**src/rtl/spi_status_regs.sv**
```systemverilog
module spi_status_regs #(
  parameter logic [1:0] BP_INIT = 2'b00,
  parameter logic [7:0] OP_READ = 8'h05,
  parameter logic [7:0] OP_WEN  = 8'h06,
  parameter logic [7:0] OP_WDIS = 8'h04,
  parameter logic [7:0] OP_WRST = 8'h01
) (
  input  logic       clk,
  input  logic       rst_n,
  input  logic       sck,
  input  logic       cs_n,
  input  logic       si,
  input  logic       busy,
  output logic       so,
  output logic       so_oe,
  output logic [1:0] bp
);

  typedef enum logic [1:0] {C_NONE, C_READ, C_WRST} cmd_t;

  logic       sck_q, cs_q;
  logic [2:0] bitpos;
  logic [1:0] bytes;
  logic [7:0] sh;
  cmd_t       cmd;
  logic       wel;
  logic       so_bit, so_en;

  wire        sck_rise = sck & ~sck_q & ~cs_n;
  wire        sck_fall = ~sck & sck_q & ~cs_n;
  wire        cs_rise  = cs_n & ~cs_q;
  wire        op_done  = sck_rise && bytes == 2'd0 && bitpos == 3'd7;
  wire [7:0]  op       = {sh[6:0], si};
  wire [7:0]  stat     = {4'b0000, bp, wel, busy};
  wire        wr_ok    = cs_rise && cmd == C_WRST && bytes == 2'd2 &&
                         bitpos == 3'd0 && wel && !busy;

  assign so    = so_bit;
  assign so_oe = so_en;

  always_ff @(posedge clk or negedge rst_n) begin
    if (!rst_n) begin
      sck_q <= 1'b0;
      cs_q  <= 1'b1;
    end else begin
      sck_q <= sck;
      cs_q  <= cs_n;
    end
  end

  always_ff @(posedge clk or negedge rst_n) begin
    if (!rst_n) begin
      bitpos <= '0;
      bytes  <= '0;
      sh     <= '0;
      cmd    <= C_NONE;
    end else if (cs_n) begin
      bitpos <= '0;
      bytes  <= '0;
      cmd    <= C_NONE;
    end else if (sck_rise) begin
      sh     <= op;
      bitpos <= bitpos + 3'd1;
      if (bitpos == 3'd7 && bytes != 2'd3) bytes <= bytes + 2'd1;
      if (op_done) begin
        if (op == OP_READ)      cmd <= C_READ;
        else if (op == OP_WRST) cmd <= C_WRST;
      end
    end
  end

  always_ff @(posedge clk or negedge rst_n) begin
    if (!rst_n) begin
      wel <= 1'b0;
      bp  <= BP_INIT;
    end else if (wr_ok) begin
      bp  <= sh[3:2];
      wel <= 1'b0;
    end else if (op_done && !busy && !cs_n) begin
      if (op == OP_WEN)       wel <= 1'b1;
      else if (op == OP_WDIS) wel <= 1'b0;
    end
  end

  always_ff @(posedge clk or negedge rst_n) begin
    if (!rst_n) begin
      so_bit <= 1'b0;
      so_en  <= 1'b0;
    end else if (cs_n) begin
      so_en  <= 1'b0;
    end else if (sck_fall && cmd == C_READ) begin
      so_bit <= stat[3'd7 - bitpos];
      so_en  <= 1'b1;
    end
  end

endmodule


```
**config.mk**
```make
export PLATFORM = sky130hd
export DESIGN_NAME = spi_status_regs
export DESIGN_NICKNAME = d
export VERILOG_FILES = /design/src/rtl/spi_status_regs.sv
export SDC_FILE = /design/constraint.sdc
export NUM_CORES = 1
export LEC_CHECK = 0
export ABC_AREA = 1
export CELL_PAD_IN_SITES_DETAIL_PLACEMENT = 1
export CELL_PAD_IN_SITES_GLOBAL_PLACEMENT = 1
export CORE_UTILIZATION = 41
export DETAILED_ROUTE_END_ITERATION = 12
export DONT_BUFFER_PORTS = 1
export PLACE_DENSITY = 0.78
export REMOVE_ABC_BUFFERS = 1
export SYNTH_ARGS = -nofsm -noshare
export SYNTH_HDL_FRONTEND = slang
export SYNTH_SLANG_ARGS = --single-unit
```
**constraint.sdc**
```tcl
create_clock -name clk -period 1.2 [get_ports clk]
set_input_delay 0.06 -clock clk [delete_from_list [all_inputs] [get_ports clk]]
set_output_delay 0.06 -clock clk [all_outputs]
set_load 0.01 [all_outputs]
```
* Yosys cells after proc, flatten, opt, wreduce, memory -nomap -nowiden
Cells that the tools add are included.
** Operators by class
- Add/sub/neg operators :: 3
- Order comparisons :: 1
- Equality and inequality tests :: 9
- Multiplexer cells :: 18
- Bitwise logic cells :: 9
- Reduce and logical (&&, ||, !) cells :: 27
** Operator list (count)
- equality test 8 x 3 -> 1 bit, second input constant :: 3
- two-way mux 2 bit :: 8
- logical AND 1 bit :: 11
- nonzero test 2 bit :: 5
- equality test 8 x 1 -> 1 bit, second input constant :: 1
- AND reduction 2 bit :: 4
- two-way mux 1 bit :: 7
- two-way mux 3 bit :: 2
- nonzero test 3 bit :: 2
- AND 1 bit :: 5
- equality test 2 bit, second input constant :: 2
- < comparator 3 x 4 -> 1 bit, second input constant :: 1
- inverter 1 bit :: 4
- adder 3 x 1 -> 3 bit, second input constant :: 1
- binary-select mux 1 bit (select 3 bit) :: 1
- equality test 3 bit, second input constant :: 1
- logical NOT 3 bit :: 1
- AND reduction 3 bit :: 1
- subtractor 3 bit, first input constant :: 1
- adder 2 x 1 -> 2 bit, second input constant :: 1
- equality test 2 x 1 -> 1 bit, second input constant :: 1
- logical NOT 1 bit :: 2
- logical NOT 2 bit :: 1
- inequality test 2 bit, second input constant :: 1
** Word-level totals
- Register bits after elaboration :: 21
- Bits of input ports :: 6
- Logic and storage cells :: 77

* Logic depth before layout (Yosys ltp)
- Word-level depth :: 9
- Depth in mapped cells :: 9
- Gate-level depth less buffers :: 9

* Worst setup path after synthesis
OpenSTA, ideal clock, no wires.
- Path kind :: reg-to-reg
- Start point :: register bitpos[0]
- End point :: register bytes[1]
- Setup time :: 0.094 ns
- Data arrival time :: 1.172 ns
- Data required time :: 1.106 ns
- Path slack :: -0.066 ns
- Cell stages (with the launch flop) :: 8
- Buffers on the path :: 0
- Period minus slack after synthesis :: 1.266 ns
- Cells stage by stage :: dfrtp_1 > ha_1 > ha_1 > inv_1 > nor2_1 > nand2_1 > nor2_1 > a211oi_1
** Between the ends
- Word-level cells in the longest chain between the ends :: 4
** Ends and longest elaborated chain
- start: declaration :: RTL line 22 : logic [2:0] bitpos;
- start signal: assignment :: RTL line 63 : bitpos <= bitpos + 3'd1;
- equality test 3 bit :: RTL line 64 : if (bitpos == 3'd7 && bytes != 2'd3) bytes <= bytes + 2'd1;
- logical AND 1 bit :: RTL line 64
- nonzero test 2 bit (no source line)
- AND reduction 2 bit (no source line)
- end signal: assignment :: RTL line 64
- end: declaration :: RTL line 23 : logic [1:0] bytes;
No other way between the ends.
A chain may end at the register's enable or synchronous reset.

* Worst setup path after layout
- Start point :: register bitpos[1]
- End point :: register wel
** Between the ends
- Word-level cells in the longest chain between the ends :: 6
- Elaborated cells on any way between the ends :: 12
** Ends and longest elaborated chain
- equality test 3 bit / logical NOT 3 bit (equally long branches) :: RTL line 32, 36
- logical AND 1 bit (on tied branches) :: RTL line 32, 35
- logical AND 1 bit (on tied branches) (2 in series) :: RTL line 79, 36
- nonzero test 2 bit (no source line) / nonzero test 3 bit (equally long branches)
- AND reduction 2 bit (no source line)
- end signal: assignment :: RTL line 78 : wel <= 1'b0;
- end signal: assignment :: RTL line 80 : if (op == OP_WEN) wel <= 1'b1;
- end signal: assignment :: RTL line 81 : else if (op == OP_WDIS) wel <= 1'b0;
- end: declaration :: RTL line 26 : logic wel;
Parallel ways exist; a longest one is shown, timed or not.

==> results.sh <==
export IMPL_crit_chain="ha_2 -> ha_4 -> nand3_2 -> nor3_2 -> nand2_1 -> nand2_1 -> nand2_1 -> nor2_2"
export IMPL_vias=959
export IMPL_synth_top_area_cell="dfrtp_1"
export IMPL_min_period_ps=1350
export IMPL_fin_crit_sh=1.13
export IMPL_p_per_area_nw_per_um2=1090
export IMPL_area_growth_pct=29.3
export IMPL_yosysWarnings=0
export IMPL_firstDrtPassIters=4
export IMPL_failed_checks="negative setup slack"
export IMPL_min_delay_path_class="in2reg"
export IMPL_dpl_cell_area_sq_um=1200
export IMPL_synthArstFlopShare=1.00
export IMPL_synth_edf_count=0
export IMPL_root_buffer="clkbuf_4"
export IMPL_critical_path_startpoint_type="flop"
export IMPL_syn_inst=137
export IMPL_path_common_cell="nand2_1"
export IMPL_clock_latency_ps=310
export IMPL_fillers=286
export IMPL_worst_slack_ps=-153
export IMPL_place_gp_congestion=0.786
export IMPL_cts_buffers=3
export IMPL_cap_viol_max_count=0
export IMPL_crit_type="reg2reg"
export IMPL_crit_slowest_cell="dfrtp_1"
export IMPL_clk_path_buf_depth=2
export IMPL_critPathCaptureType="flop"
export IMPL_drt_total_wl_um=3110
export IMPL_coreArea_sq_um=2520
export IMPL_drc=0
export IMPL_synth_top_area_frac=0.448
export IMPL_rsz0062_at_grt="yes"
export IMPL_final_hold_viol_count=0
export IMPL_yosys_register_bits=21
export IMPL_status="finished, violations left"
export IMPL_synth_cell_types=23
export IMPL_pin_count=10
export IMPL_worst_path_largest_cell_delay_ps=410
export IMPL_fp_row_count=18
export IMPL_stdcell_area_sq_um=1440
export IMPL_grt_pass1_vias=976
export IMPL_drtIter0Drc=2
export IMPL_die_height_um=54.2
export IMPL_grt_pass1_wl_um=4500
export IMPL_crit_arrival_ps=1610
export IMPL_grt_overflow=0
export IMPL_dpl_hpwl_um=1940
export IMPL_clock_sinks=21
export IMPL_dieArea_sq_um=2930
export IMPL_synth_area_sq_um=1120
export IMPL_die_x_um=54.2
export IMPL_via_per_inst=5.16
export IMPL_fin_skew_ps=2.78
export IMPL_final_layout_size_suffix_gt1_frac=0.359
export IMPL_setup_violations=8
export IMPL_grt_antenna_before_repair=0
export IMPL_seq_area_frac_synth=0.472
export IMPL_fmax_mhz=739
export IMPL_hold_ws_ps=1.99
export IMPL_cp_max_fo=3
export IMPL_grt_usage=0.225
export IMPL_initial_utilization=0.442
export IMPL_clkTransAtPathRegs_ps=120
export IMPL_tritoncts="yes"
export IMPL_diodes=0
export IMPL_p_leak_nw=0.670
export IMPL_grt_max_degree=22
export IMPL_worst_slew_pin_slew_ps=998
export IMPL_worstPathRequired_ps=1460
export IMPL_ant_nets=0
export IMPL_yosysMostFrequentCell="nand2_1"
export IMPL_postSynthAreaPerCell_sq_um=8.15
export IMPL_final_nets=169
export IMPL_wire_per_inst_um=16.7
export IMPL_port_buffers=0
export IMPL_ir_drop_mv=0.672
export IMPL_synthTopCellsByArea="dfrtp_1 45%, nand2_1 12%, ha_1 6.7%"
export IMPL_final_max_slew_viol_count=0
export IMPL_synthTopCellsByCount="35 x nand2_1, 20 x dfrtp_1, 16 x inv_1, 9 x nor2_1, 8 x o21ai_1"
export IMPL_max_slew_margin=0.332
export IMPL_cts_max_level=1
export IMPL_finalSetupTns_ps=-957
export IMPL_synthFlopType="dfrtp_1"
[worst max-delay path: cells and delay by family (launching register included)]
family        cells  cell delay, ps
simple gates      6             520
flops             1             410
fa+ha+maj         2             360
[path summary, 6_finish.rpt]
| check | depth (start not counted) | startpoint | slack (ps) | to |
|---|---|---|---|---|
| worst max-delay path | 8 | bitpos[1] | -150 | wel |
| worst min-delay path | 3 | sck | 2 | so |
| worst max register to register | 8 | bitpos[1] | -150 | wel |
| worst min register to register | 2 | sh[5] | 510 | sh[5] |
| max in group asynchronous | 1 | rst_n | 250 | sh[4] |
| min in group asynchronous | 1 | rst_n | 350 | so_oe |
[routing by layer]
metal  share of wire  global-route usage  vias up
met5               0                   0        -
met1            0.43               0.277      467
met3           0.024              0.0339        9
met4           0.026              0.0897        0
li1                -                   -      466
met2            0.52               0.388       17
[timing repair]
item | 4_1_cts | 5_1_grt
endpoints found under the setup margin | 7 | 13
hold endpoints to repair | 33 | 0
pin swaps | 9 | 8
buffers inserted | 2 | 1
resized for setup | 15 | 25
hold buffers | 5 | 0
[placed cells by master (no fill, tap or decap)]
master / n
a211oi_2: 1
a21oi_1: 2
a21oi_2: 3
buf_4: 8
buf_6: 3
clkbuf_1: 1
clkbuf_4: 3
dfrtp_1: 20
dfstp_2: 1
dlygate4sd3_1: 5
ha_1: 2
ha_2: 2
ha_4: 2
inv_1: 11
inv_2: 7
inv_4: 4
nand2_1: 33
nand2_2: 4
nand2_4: 2
nand2_8: 1
nand3_1: 5
nand3_2: 1
nand3_4: 1
nand4_1: 1
nor2_1: 5
nor2_2: 6
nor2_4: 3
nor3_1: 4
nor3_2: 1
nor3_4: 1
o211ai_1: 1
o21ai_0: 2
o21ai_1: 8
o21ai_2: 2
[area by class of cell]
type | instances | area [sq um] | share of cell area
Inverter | 22 | 92.6 | 0.0642
Multi-Input combinational cell | 93 | 616 | 0.427
Sequential cell | 21 | 527 | 0.365
Timing Repair Buffer | 16 | 144 | 0.0997
Clock buffer | 4 | 26.3 | 0.0182
Tap cell | 30 | 37.5 | 0.0260
[power by group]
group | internal [mW] | switching, mW
registers | 0.775 | 0.0579
logic | 0.143 | 0.241
clock network | 0.130 | 0.225
total | 1.05 | 0.524
[logic make-up (layout without fill, tap and decap cells)]
| group | after synthesis | in the layout | share of synthesized area |
|---|---|---|---|
| AO/OA/AOI/OAI | 19 | 19 | 0.0931 |
| adder cells (fa/ha/maj) | 6 | 6 | 0.0673 |
| buffers and inverters | 23 | 42 | 0.0863 |
| flip-flops | 21 | 21 | 0.472 |
| AND/OR/NAND/NOR | 68 | 68 | 0.281 |
[state kept, by name, indices dropped and copies added (netlist names)]
| signal | cells |
|---|---|
| sh | 7 |
| bitpos | 3 |
| bp | 2 |
| bytes | 2 |
| cmd | 2 |
| cs_q | 1 |
| sck_q | 1 |
| so | 1 |
| so_oe | 1 |
| wel | 1 |
[metrics by stage]
stage	instances	worst slack, ps	power, mW	utilization
2_1_floorplan	136	-66.4	1.07	-
3_3_place_gp	174	-130	1.13	0.477
3_5_place_dp	174	-208	1.15	0.477
4_1_cts	185	-139	1.55	0.529
5_1_grt	186	-220	1.66	0.572
6_report	186	-153	1.57	0.572
(Power assumes the default switching activity.)
